`src/rtl/mmu_xctl_pkg.sv`:
```
package mmu_xctl_pkg;

    typedef enum logic [1:0] {
        SEL_UROOT = 2'd0,
        SEL_SROOT = 2'd1,
        SEL_XCTL  = 2'd2,
        SEL_NONE  = 2'd3
    } reg_sel_e;

    typedef enum logic {
        MODE_BYPASS = 1'b0,
        MODE_PAGED  = 1'b1
    } xlat_mode_e;

    typedef enum logic [1:0] {
        CM_WTHRU  = 2'b00,
        CM_CBACK  = 2'b01,
        CM_NC_SER = 2'b10,
        CM_NC     = 2'b11
    } cmode_e;

    typedef struct packed {
        logic [1:0] upa;
        logic       wprot;
        logic [1:0] cmode;
    } xattr_t;

    localparam int ATTR_W = $bits(xattr_t);

    localparam xattr_t DFLT_ATTR = '{upa: 2'b00, wprot: 1'b0, cmode: CM_WTHRU};

endpackage

```
`src/rtl/mmu_root_regs.sv`:
```
module mmu_root_regs #(
    parameter int ADDR_W = 32,
    parameter int ALIGN  = 9,
    parameter int NROOT  = 2
) (
    input  logic                          clk,
    input  logic                          rst_n,
    input  logic [NROOT-1:0]              wr_hit,
    input  logic [ADDR_W-1:0]             wdata,
    output logic [NROOT-1:0][ADDR_W-1:0]  root_q
);
    localparam int HI_W = ADDR_W - ALIGN;

    for (genvar g = 0; g < NROOT; g++) begin : g_root
        logic [HI_W-1:0] hi_q;

        always_ff @(posedge clk) begin
            if (!rst_n) begin
                hi_q <= '0;
            end else if (wr_hit[g]) begin
                hi_q <= wdata[ADDR_W-1:ALIGN];
            end
        end

        // only the upper bits are stored; the aligned low bits are constant zero
        assign root_q[g] = {hi_q, {ALIGN{1'b0}}};
    end

endmodule

```
`src/rtl/mmu_xctl_fsm.sv`:
```
module mmu_xctl_fsm
    import mmu_xctl_pkg::*;
#(
    parameter int XCTL_W    = 16,
    parameter int EN_BIT    = 15,
    parameter int PS_BIT    = 14,
    parameter int OFS_SMALL = 12,
    parameter int OFS_W     = 4
) (
    input  logic              clk,
    input  logic              rst_n,
    input  logic              ctl_we,
    input  logic [XCTL_W-1:0] ctl_wdata,
    output logic              xlat_en,
    output logic              page_size,
    output logic [XCTL_W-1:0] ctl_rdata,
    output logic [OFS_W-1:0]  ofs_bits
);
    xlat_mode_e state_q, state_d;
    logic       psize_q;

    // next state: T_ENABLE / T_DISABLE
    always_comb begin
        state_d = state_q;
        unique case (state_q)
            MODE_BYPASS: if (ctl_we &&  ctl_wdata[EN_BIT]) state_d = MODE_PAGED;
            MODE_PAGED:  if (ctl_we && !ctl_wdata[EN_BIT]) state_d = MODE_BYPASS;
            default:     state_d = MODE_BYPASS;
        endcase
    end

    always_ff @(posedge clk) begin
        if (!rst_n) begin
            state_q <= MODE_BYPASS;
        end else begin
            state_q <= state_d;
        end
    end

    // page size deliberately has no reset
    always_ff @(posedge clk) begin
        if (ctl_we) begin
            psize_q <= ctl_wdata[PS_BIT];
        end
    end

    always_comb begin
        ctl_rdata         = '0;
        ctl_rdata[EN_BIT] = (state_q == MODE_PAGED);
        ctl_rdata[PS_BIT] = psize_q;
        xlat_en           = (state_q == MODE_PAGED);
        page_size         = psize_q;
        ofs_bits          = psize_q ? OFS_W'(OFS_SMALL + 1) : OFS_W'(OFS_SMALL);
    end

endmodule

```
`src/rtl/mmu_bypass_path.sv`:
```
module mmu_bypass_path
    import mmu_xctl_pkg::*;
#(
    parameter int ADDR_W = 32
) (
    input  logic              xlat_en,
    input  logic [ADDR_W-1:0] laddr,
    input  logic              tt_hit,
    input  xattr_t            tt_attr,
    output logic [ADDR_W-1:0] paddr,
    output xattr_t            attr
);
    always_comb begin
        if (xlat_en) begin
            paddr = '0;
            attr  = '0;
        end else begin
            paddr = laddr;
            attr  = tt_hit ? tt_attr : DFLT_ATTR;
        end
    end

endmodule

```
`src/rtl/mmu_xlat_ctl.sv`:
```
module mmu_xlat_ctl
    import mmu_xctl_pkg::*;
#(
    parameter int ADDR_W    = 32,
    parameter int ALIGN     = 9,
    parameter int XCTL_W    = 16,
    parameter int EN_BIT    = 15,
    parameter int PS_BIT    = 14,
    parameter int OFS_SMALL = 12,
    parameter int OFS_W     = 4
) (
    input  logic              clk,
    input  logic              rst_n,
    input  logic              reg_we,
    input  logic [1:0]        reg_sel,
    input  logic [ADDR_W-1:0] reg_wdata,
    output logic [ADDR_W-1:0] reg_rdata,
    input  logic              super_mode,
    output logic [ADDR_W-1:0] root_ptr,
    output logic              xlat_en,
    output logic              page_size,
    output logic [OFS_W-1:0]  page_ofs_bits,
    input  logic [ADDR_W-1:0] laddr,
    input  logic              tt_hit,
    input  logic [4:0]        tt_attr,
    output logic [ADDR_W-1:0] paddr,
    output logic [4:0]        attr_out
);
    localparam int NROOT = 2;
    localparam int IDX_U = 0;
    localparam int IDX_S = 1;

    reg_sel_e                     sel;
    logic [NROOT-1:0]             root_wr;
    logic [NROOT-1:0][ADDR_W-1:0] root_q;
    logic                         ctl_we;
    logic [XCTL_W-1:0]            ctl_rdata;
    xattr_t                       attr_s;

    assign sel            = reg_sel_e'(reg_sel);
    assign root_wr[IDX_U] = reg_we && (sel == SEL_UROOT);
    assign root_wr[IDX_S] = reg_we && (sel == SEL_SROOT);
    assign ctl_we         = reg_we && (sel == SEL_XCTL);

    mmu_root_regs #(
        .ADDR_W (ADDR_W),
        .ALIGN  (ALIGN),
        .NROOT  (NROOT)
    ) u_roots (
        .clk    (clk),
        .rst_n  (rst_n),
        .wr_hit (root_wr),
        .wdata  (reg_wdata),
        .root_q (root_q)
    );

    mmu_xctl_fsm #(
        .XCTL_W    (XCTL_W),
        .EN_BIT    (EN_BIT),
        .PS_BIT    (PS_BIT),
        .OFS_SMALL (OFS_SMALL),
        .OFS_W     (OFS_W)
    ) u_fsm (
        .clk       (clk),
        .rst_n     (rst_n),
        .ctl_we    (ctl_we),
        .ctl_wdata (reg_wdata[XCTL_W-1:0]),
        .xlat_en   (xlat_en),
        .page_size (page_size),
        .ctl_rdata (ctl_rdata),
        .ofs_bits  (page_ofs_bits)
    );

    mmu_bypass_path #(
        .ADDR_W (ADDR_W)
    ) u_byp (
        .xlat_en (xlat_en),
        .laddr   (laddr),
        .tt_hit  (tt_hit),
        .tt_attr (xattr_t'(tt_attr)),
        .paddr   (paddr),
        .attr    (attr_s)
    );

    assign attr_out = attr_s;
    assign root_ptr = super_mode ? root_q[IDX_S] : root_q[IDX_U];

    always_comb begin
        unique case (sel)
            SEL_UROOT: reg_rdata = root_q[IDX_U];
            SEL_SROOT: reg_rdata = root_q[IDX_S];
            SEL_XCTL:  reg_rdata = ADDR_W'(ctl_rdata);
            default:   reg_rdata = '0;
        endcase
    end

endmodule

```
`config.mk`:
```
export PLATFORM = sky130hd
export DESIGN_NAME = mmu_xlat_ctl
export DESIGN_NICKNAME = d
export VERILOG_FILES = /design/src/rtl/mmu_xctl_pkg.sv /design/src/rtl/mmu_root_regs.sv /design/src/rtl/mmu_xctl_fsm.sv /design/src/rtl/mmu_bypass_path.sv /design/src/rtl/mmu_xlat_ctl.sv
export SDC_FILE = /design/constraint.sdc
export NUM_CORES = 1
export LEC_CHECK = 0
export BUFFER_PORTS_ARGS = -buffer_cell sky130_fd_sc_hd__buf_2
export CORE_ASPECT_RATIO = 1.5
export CORE_MARGIN = 2
export CORE_UTILIZATION = 46
export DETAILED_ROUTE_END_ITERATION = 8
export PLACE_DENSITY = 0.86
export RECOVER_POWER = 50
export SYNTH_ARGS = -nofsm -noshare
export SYNTH_HDL_FRONTEND = slang
export SYNTH_SLANG_ARGS = --single-unit
```
`constraint.sdc`:
```
create_clock -name clk -period 2.2 [get_ports clk]
set_input_delay 0.22 -clock clk [delete_from_list [all_inputs] [get_ports clk]]
set_output_delay 0.22 -clock clk [all_outputs]
set_load 0.02 [all_outputs]
```
---- After elaboration in Yosys (flattened, before gate mapping) ----
Index checks and enable logic that the tools add are counted.
operators by class
  equal/unequal tests ..................... 2
  multiplexer cells ....................... 9
  bitwise logic cells ..................... 1
  reductions and logical operators ........ 7
operators with widths
  operator              count
  $pmux W32 S3          1
  $mux W32              2
  $mux W5               2
  $logic_and A1 B1 Y1   5
  $mux W1               3
  $eq A2 B1 Y1 const B  1
  $eq A2 B2 Y1 const B  1
  $logic_not A2 Y1      1
  $pmux W1 S2           1
  $logic_not A1 Y1      1
  $not A1 Y1            1
word-level totals
  flip-flop bits (word level) ............. 48
  bits of input ports ..................... 76

---- Depth between registers and ports, before layout ----
Gate-level depths: netlist of the first run.
  depth after elaboration ................. 5
  gate-level depth with buffers ........... 4

---- Cells and area by module ----
A second synthesis of the first run with hierarchy kept.
unflattened totals
  cells, all modules ...................... 348
  area total of the unflattened synthesis .. 3575.9 sq um
by module, submodules not included
  module           instances  cells each  area each (sq um)  seq. area each (sq um)
  mmu_root_regs    1          168         1935.6             920.9
  mmu_xlat_ctl     1          114         1127.3             0.0
  mmu_bypass_path  1          40          289.0              0.0
  mmu_xctl_fsm     1          26          224.0              50.0

---- Least setup slack after synthesis of the first run ----
OpenSTA, ideal clock, no wires.
  path kind ............................... register to output
  start ................................... reg with a tool-made name
  end ..................................... out reg_rdata[15]
  data arrival time ....................... 1101 ps
  slack ................................... 879 ps
  cell stages (with the launch flop) ...... 3
  path through ............................ dfxtp_1 -> clkbuf_1 -> o2bb2ai_1
RTL lines
  element        line                text
  end, declared  mmu_xlat_ctl.sv:17  output logic [ADDR_W-1:0] reg_rdata,

==> results of run 1 <==
==> cell type report <==
class	instances	area, um2	share of cell area
inverters	1	3.75	0.00104
multi-input cells	249	1670	0.463
clock inverters	1	5.00	0.00139
clock buffers	7	76.3	0.0212
repair buffers	157	787	0.218
well taps	74	92.6	0.0257
flip-flops and latches	48	971	0.269
==> per-layer routing <==
metal | part of all wire | GRT usage | wire length, um | vias to the layer above
met4 | 0.0050 | 0.0573 | 36 | 0
met1 | 0.38 | 0.217 | 2750 | 1208
met3 | 0.097 | 0.0478 | 695 | 2
met2 | 0.51 | 0.361 | 3670 | 122
li1 | - | - | - | 1293
met5 | 0 | 0 | 0 | -
==> flip-flops by register name (all words and copies together), names as in the netlist, named ones only <==
register             count
u_roots.g_root.hi_q     46
u_fsm.page_size          1
==> how the worst min path moves through the flow <==
| stage | start | to | slack [ns] | depth (start not counted) |
|---|---|---|---|---|
| finish | reg_wdata[14] | u_fsm.page_size$_DFFE_PP_ | 0.16 | 1 |
| CTS | reg_wdata[14] | u_fsm.page_size$_DFFE_PP_ | 0.12 | 1 |
| global route | reg_wdata[14] | u_fsm.page_size$_DFFE_PP_ | 0.16 | 1 |
| detailed placement | reg_wdata[14] | u_fsm.page_size$_DFFE_PP_ | 0.43 | 1 |
| global placement | reg_wdata[14] | u_fsm.page_size$_DFFE_PP_ | 0.43 | 1 |
| floorplan | reg_wdata[14] | u_fsm.page_size$_DFFE_PP_ | 0.32 | 0 |
==> power groups by stage <==
| stage | Clock [mW] | Combinational (mW) | Sequential (mW) |
|---|---|---|---|
| CTS | 0.517 | 0.471 | 0.924 |
| floorplan | 0 | 0.348 | 0.941 |
| finish | 0.506 | 0.462 | 0.924 |
| global route | 0.556 | 0.508 | 0.929 |
| detailed placement | 0 | 0.469 | 0.944 |
| global placement | 0 | 0.463 | 0.942 |
==> synth_stat cells (all sizes together) <==
cell type  instances
mux2              23
nand3b             2
nand2             70
edfxtp             1
and2               5
o2bb2ai            2
nor3b              1
nor2b             34
mux2i             70
nor2              21
clkbuf            12
conb               2
inv                1
dfxtp             47
buf               33
==> through the flow <==
step	hold slack (ns)	total power [mW]	utilization	instance area, um2	setup slack, ns
5_1_grt	0.158	1.99	0.588	3600	0.418
2_1_floorplan	0.319	1.29	-	2970	0.879
3_3_place_gp	0.429	1.41	0.582	3570	0.597
4_1_cts	0.119	1.91	0.595	3650	0.537
6_report	0.158	1.89	0.588	3600	0.570
3_5_place_dp	0.427	1.41	0.582	3570	0.596
==> worst max-delay path, stage by stage, from the launching register on <==
cell,delay [ns]
dfxtp_1,0.43
buf_4,0.33
o2bb2ai_1,0.16
buf_2,0.19
==> cell families after synthesis <==
kind of cell,share of synthesized area
AND/OR/NAND/NOR,0.218
multiplexers,0.332
flip-flops,0.335
buffers and inverters,0.106
AO/OA/AOI/OAI,0.00605
other,0.00260
==> reports/summary.txt, run 1 <==
status = finished clean
antenna cells = 0
TritonCTS clock tree = built
sw frac = 0.310
routability cong. = 0.745
fin crit share = 0.741
commonest non-fill, non-tap cell in the layout = buf_2
DR vias/cell = 4.89
# port buffers = 152
final hold violation count = 0
initial DRC count = 64
initial antenna violation count = 0
worst r2r path cells = 2
relative slew slack = 0.419
FP Rows = 35
R2R Setup Slk = 1.49 ns
critical path class = flip-flop to output pin
drt first pass iters = 4
largest cells by area after synthesis = dfxtp_1, mux2i_1, nand2_1, mux2_2, nor2b_1
Crit. End Element = output pin
pwr/cell area = 525 nW/um2
min-delay worst type = primary input to flip-flop
combinational share of power = 0.244
TritonCTS buffer count = 5
fillers = 579
CTS sink count = 48
kind of start point of the critical path = flip-flop
Leakage = 1.92 nW
largest net degree at the start of global routing = 40
NetSw = 0.586 mW
Avg Cell Area, Syn = 8.93 um2
number of global-route vias before repair = 2356
Final setup viols = 0
Ys Warns = 0
total track usage = 0.196
commonest cells after routing, fill and taps aside = buf_2, mux2i_1, nand2_1
detailed-route wire length = 7.15 mm
post-cts resize count = 0
Least-Margin Pin Slew = 0.867 ns
Detail Route Antenna Nets = 0
RSZ-0062 raised after global routing = false
die height = 101 um
GRT overflow = 0
Starting Density = 0.472
dpl cells = 529
Fin Setup TNS = 0 ns
postcts setup bufs = 0
share of the synthesized area in the top cell type = 0.325
register share of total power = 0.488
nets@finish = 538
clock latency on the worst-skew pair = 0.29 ns
CP endpoint = reg_rdata[15]
first-pass GRT wire length = 10.5 mm
Syn Inst Count = 324
top cell type by total area after synthesis = dfxtp_1
H-tree depth = 2
DRC Markers = 0
final setup skew = 0 ns
DR vias = 2625
Post-DP HPWL = 5.28 mm
share of cells above drive strength 1 = 0.367
wire per inst = 13.3 um
Clk Tree Root Cell = clkbuf_8
clock-pin slew on the worst setup and hold paths = 0.09 ns
post-synthesis sequential element count = 48
Post-CTS Hold Buffers = 0
register area share after synthesis = 0.335
die width = 68.8 um
Clk pwr share = 0.267
Worst IR Drop VDD = 0.395 mV
clock period minus worst slack = 1.63 ns
Crit path required time = 1.98 ns
die area = 6950 um2
CTS max path bufs = 2
Final Max Tran Viols = 0
fin cells = 537
CP max FO = 33
area delta synth->final = 24.5%
maximum clock frequency = 0.614 GHz
WP data arrival = 1.41 ns
unique cell type count in the Yosys netlist = 19
Post-Syn Area = 2890 um2
Max-Cap Viols = 0
I/O pins = 183
Int Power = 1.31 mW
core footprint = 6130 um2
Power figures use the tool's default switching activity.
==> run 2, diff against run 1 <==
CORE_UTILIZATION = 39   (was 46)
PLACE_DENSITY = 0.77   (was 0.86)
clock period = 1.4 ns   (was 2.2 ns; I/O delays follow)
==> reports/summary.txt, run 2 (synthesis gave the netlist of run 1 again) <==
Fin Setup TNS = 0 ns (unchanged)
Top Family by Delay on Critical Path = flip-flops
die area = 8140 um2 (+17%)
kind of start point of the critical path = flip-flop
antenna cells = 0 (unchanged)
status = finished clean
DR vias/cell = 4.65 (-4.9%)
RSZ-0062 raised after global routing = true
Detail Route Antenna Nets = 0 (unchanged)
CP max FO = 5 (-85%)
fin crit share = 0.967
wire per inst = 13.3 um (-0.36%)
commonest non-fill, non-tap cell in the layout = buf_2
Post-DP HPWL = 5.86 mm (+11%)
Max-Cap Viols = 0 (unchanged)
total track usage = 0.172 (-0.0248)
H-tree depth = 2 (unchanged)
Crit. End Element = output pin
I/O pins = 183 (unchanged)
Crit path required time = 1.26 ns (-0.72 ns)
die width = 74.3 um (+8.1%)
clock latency on the worst-skew pair = 0.30 ns (about the same)
hold path depth = 1 (unchanged)
clock period minus worst slack = 1.35 ns
core footprint = 7230 um2 (+18%)
worst r2r path cells = 2 (unchanged)
WP buf/inv = 1 (-1)
nets@finish = 544 (+1.1%)
CP max-delay cell = dfxtp_4
maximum clock frequency = 0.738 GHz
GRT overflow = 0 (unchanged)
commonest cells after routing, fill and taps aside = buf_2, mux2i_1, nand2_1
final hold violation count = 0 (unchanged)
area delta synth->final = 29.3%
Place WS = 0.197 ns (-0.399 ns)
Post-CTS Hold Buffers = 0 (unchanged)
die height = 110 um (+8.3%)
worst hold endpoint = u_fsm.page_size$_DFFE_PP_
fin util = 0.518 (-0.0699)
Final WS setup = 0.0458 ns (-0.525 ns)
detailed-route wire length = 7.55 mm (+5.6%)
Final Max Tran Viols = 0 (unchanged)
initial antenna violation count = 0 (unchanged)
WP data arrival = 1.21 ns (-0.20 ns)
number of global-route vias before repair = 2422 (+2.8%)
relative slew slack = 0.572 (+0.153)
share of cells above drive strength 1 = 0.382 (+0.0145)
CTS sink count = 48 (unchanged)
Starting Density = 0.400 (-0.0716)
Final setup viols = 0 (unchanged)
crit-path cells = nor2b_2 -> and2_1 -> clkbuf_4
min-delay src = reg_wdata[14]
pwr/cell area = 819 nW/um2 (+56%)
Clk Tree Root Cell = clkbuf_8
fillers = 700 (+21%)
Total Power = 3.06 mW (+62%)
DRC Markers = 0 (unchanged)
Leakage = 1.97 nW (+2.5%)
min-delay worst type = primary input to flip-flop
CTS max path bufs = 2 (unchanged)
first-pass GRT wire length = 10.8 mm (+2.5%)
CP max stage delay = 0.38 ns (-0.05 ns)
R2R Setup Slk = 0.77 ns (-0.72 ns)
FP Rows = 38 (+8.6%)
Worst IR Drop VDD = 0.771 mV (+95%)
TritonCTS buffer count = 5 (unchanged)
routability cong. = 0.743 (-0.28%)
# port buffers = 152 (unchanged)
Hold WS = 0.0751 ns (-0.0831 ns)
drt first pass iters = 4 (unchanged)
critical path depth in cells = 3 (unchanged)
Least-Margin Pin Slew = 0.642 ns (-0.225 ns)
final setup skew = 0 ns (unchanged)
most flop-heavy register = u_roots.g_root.hi_q
DR vias = 2644 (+0.72%)
postcts setup bufs = 0 (unchanged)
initial DRC count = 44 (-31%)
max reg flops = 46 (unchanged)
clock-pin slew on the worst setup and hold paths = 0.09 ns (about the same)
critical path class = flip-flop to output pin
largest net degree at the start of global routing = 71 (+78%)
TritonCTS clock tree = built
-- run 2: what timing repair did --
item / CTS / global route
setup endpoints to repair: 6 / 2
gates resized for setup: 2 / 2
pin swaps: 0 / 0
-- run 2: layer usage --
metal	up-vias	track usage	part of all wire
li1	1299	-	-
met1	1218	0.172	0.39
met2	120	0.337	0.51
met3	7	0.0458	0.089
met4	0	0.0472	0.0098
met5	-	0	0
-- run 2: where the power goes --
group	leakage [nW]	switching, mW	internal (mW)
clock	0.0510	0.455	0.395
combinational	1.53	0.459	0.303
sequential	0.392	0.0348	1.42
total	1.97	0.949	2.11
-- run 2: worst max-delay path by stage --
stage / from / end / slack, ns
final: flip-flop / attr_out[2] / 0.05
after global routing: flip-flop / attr_out[2] / -0.008
after CTS: flip-flop / attr_out[2] / 0.03
after detailed placement: reg_sel[0] / u_roots.g_root[0].hi_q[6]$_SDFFE_PN0P_ / 0.20
after global placement: reg_sel[0] / u_roots.g_root[0].hi_q[19]$_SDFFE_PN0P_ / 0.24
after floorplan: flip-flop / reg_rdata[15] / 0.16
-- run 2: per-stage QoR --
stage	cell area (um2)	std cells
after floorplan	2970	343
after global placement	3710	561
after detailed placement	3710	561
after CTS	3800	569
after global routing	3740	569
final	3740	569
-- run 2: area by class of cell --
| class | instances | area (um2) | share of cell area |
|---|---|---|---|
| multi-input cells | 249 | 1680 | 0.448 |
| clock inverters | 2 | 10.0 | 0.00267 |
| flip-flops and latches | 48 | 975 | 0.260 |
| clock buffers | 6 | 82.6 | 0.0221 |
| inverters | 1 | 3.75 | 0.00100 |
| well taps | 100 | 125 | 0.0334 |
| repair buffers | 163 | 868 | 0.232 |
==> run 3, diff against run 2 <==
CORE_UTILIZATION = 42   (was 39)
MAX_ROUTING_LAYER = met4   (was default)
PLACE_DENSITY = 0.78   (was 0.77)
SYNTH_HIERARCHICAL = 1   (was default)
==> reports/summary.txt, run 3 <==
status = finished clean
relative slew slack = 0.590 (+0.0179)
Max-Cap Viols = 0 (unchanged)
max reg flops = 46 (unchanged)
WP data arrival = 1.17 ns (-0.04 ns)
die area = 9280 um2 (+14%)
most numerous cell in the Yosys netlist = mux2i_1
FP Rows = 41 (+7.9%)
Least-Margin Pin Slew = 0.615 ns (-0.0268 ns)
postcts setup bufs = 0 (unchanged)
routability cong. = 0.690 (-7.2%)
register area share after synthesis = 0.272 (-0.0640)
Synth async-reset ratio = 0 (unchanged)
Ys Warns = 6 (+6)
core footprint = 8360 um2 (+16%)
TritonCTS buffer count = 5 (unchanged)
Crit. End Element = output pin
GRT overflow = 0 (unchanged)
largest cells by area after synthesis = dfxtp_1, mux2i_1, nor2b_1, mux2_2, buf_4
dpl cell area = 4150 um2 (+12%)
most flop-heavy register = u_roots/g_root.hi_q
clock-pin slew on the worst setup and hold paths = 0.06 ns (-0.03 ns)
RSZ-0062 raised after global routing = false
top post-synthesis cells by count = mux2i_1, nor2b_1, dfxtp_1
Clk Tree Root Cell = clkbuf_16
commonest non-fill, non-tap cell in the layout = buf_2
unique cell type count in the Yosys netlist = 23 (+4)
share of cells above drive strength 1 = 0.415 (+0.0335)
crit-path cells = buf_2 -> clkbuf_2 -> mux2i_1 -> o2bb2ai_2 -> buf_2
Avg Cell Area, Syn = 10.3 um2 (+15%)
CP max FO = 10 (+5)
min-delay worst type = primary input to flip-flop
fillers = 809 (+16%)
maximum clock frequency = 0.763 GHz (+3.3%)
commonest cells after routing, fill and taps aside = buf_2, mux2i_1, nor2b_1
clock latency on the worst-skew pair = 0.28 ns (-0.02 ns)
Worst IR Drop VDD = 0.761 mV (-1.3%)
wire per inst = 14.1 um (+6.4%)
post-synthesis sequential element count = 48 (unchanged)
final hold violation count = 0 (unchanged)
Final Max Tran Viols = 0 (unchanged)
I/O pins = 183 (unchanged)
Total Power = 3.60 mW (+17%)
CP max stage delay = 0.36 ns (-0.02 ns)
die height = 117 um (+6.9%)
number of global-route vias before repair = 2605 (+7.6%)
clock period minus worst slack = 1.31 ns (-0.0436 ns)
# port buffers = 152 (unchanged)
cell area after layout = 4240 um2 (+13%)
top cell type by total area after synthesis = dfxtp_1
Post-Syn Area = 3580 um2 (+24%)
CP max-delay cell = clkbuf_2
drt first pass iters = 4 (unchanged)
area delta synth->final = 18.7%
CTS max path bufs = 2 (unchanged)
DR vias/cell = 4.70 (+1.1%)
Setup crit start = reg_sel[0]
DR vias = 2801 (+5.9%)
kind of start point of the critical path = primary input
CTS sink count = 48 (unchanged)
fin crit share = 0.936 (-0.0311)
Post-DP HPWL = 6.25 mm (+6.8%)
Final WS setup = 0.0894 ns (+0.0436 ns)
Starting Density = 0.428 (+0.0272)
Crit path required time = 1.26 ns (about the same)
antenna cells = 0 (unchanged)
H-tree depth = 2 (unchanged)
Post-synth EDFFs = 1 (unchanged)
initial DRC count = 84 (+91%)
Syn Inst Count = 348 (+7.4%)
share of the synthesized area in the top cell type = 0.263 (-0.0620)
Leakage = 1.97 nW (+0.15%)
Fin Setup TNS = 0 ns (unchanged)
largest net degree at the start of global routing = 48 (-32%)
CP most frequent cell = buf_2
Most used DFF post-synth = dfxtp_1
total track usage = 0.176 (+0.00386)
TritonCTS clock tree = built
first-pass GRT wire length = 12.4 mm (+15%)
final setup skew = 0 ns (unchanged)
nets@finish = 564 (+3.7%)
detailed-route wire length = 8.42 mm (+11%)
initial antenna violation count = 0 (unchanged)
Detail Route Antenna Nets = 0 (unchanged)
die width = 79.3 um (+6.7%)
min-delay src = reg_wdata[14]
critical path class = primary input to output pin
fin util = 0.508 (-0.0103)
Final setup viols = 0 (unchanged)
DRC Markers = 0 (unchanged)
Place WS = 0.123 ns (-0.0745 ns)
pwr/cell area = 847 nW/um2 (+3.5%)
run 3: report_power, final:
group / switching (mW) / total, mW / internal (mW)
Clock: 0.523 / 1.24 / 0.712
Sequential: 0.0362 / 1.45 / 1.42
Combinational: 0.531 / 0.908 / 0.377
Total: 1.09 / 3.60 / 2.51
run 3: path summary, 6_finish.rpt:
check	cells past startpoint	slack [ns]	endpoint
worst min-delay path	1	0.11	u_fsm/page_size$_DFFE_PP_
worst min register to register	2	0.53	u_roots/g_root[1].hi_q[14]$_SDFFE_PN0P_
worst max register to register	2	0.73	flip-flop
worst max-delay path	5	0.09	reg_rdata[11]
run 3: layer usage:
layer	routed length [um]	track usage	vias up	part of all wire
li1	-	-	1383	-
met4	89	0.0448	0	0.011
met1	3320	0.188	1289	0.39
met3	659	0.0368	7	0.078
met5	0	-	-	0
met2	4350	0.328	122	0.52
run 3: final cells by class:
class,instances,area (um2),share of cell area
Tap cell,107,134,0.0315
Sequential cell,48,975,0.230
Multi-Input combinational cell,266,2120,0.500
Timing Repair Buffer,167,860,0.203
Clock buffer,6,139,0.0327
Clock inverter,2,13.8,0.00324
run 3: cells by family (layout without fill, tap and decap cells):
logic type,Yosys count,count (layout),synth area share
AOI/OAI and AO/OA,16,16,0.0567
and+or+nand+nor,104,104,0.181
other,3,35,0.00315
buffers and inverters,66,175,0.166
DFF,48,48,0.272
muxes,111,111,0.322
run 3: per-stage QoR:
| step | hold WS [ns] | cells |
|---|---|---|
| after floorplan | 0.239 | 380 |
| after global placement | 0.358 | 588 |
| after detailed placement | 0.360 | 588 |
| after CTS | 0.0558 | 596 |
| after global routing | 0.122 | 596 |
| final | 0.114 | 596 |
run 3: repair_timing:
| action | in CTS | in global routing |
|---|---|---|
| endpoints found under the setup margin | 36 | 21 |
| gates cloned | 0 | 0 |
| gates resized for setup | 1 | 2 |
| hold buffers | 0 | 0 |
run 3: critical path, delay by kind of cell:
family	cells	cell delay (ns)
buf+inv	3	0.67
mux	1	0.27
compound gates	1	0.08
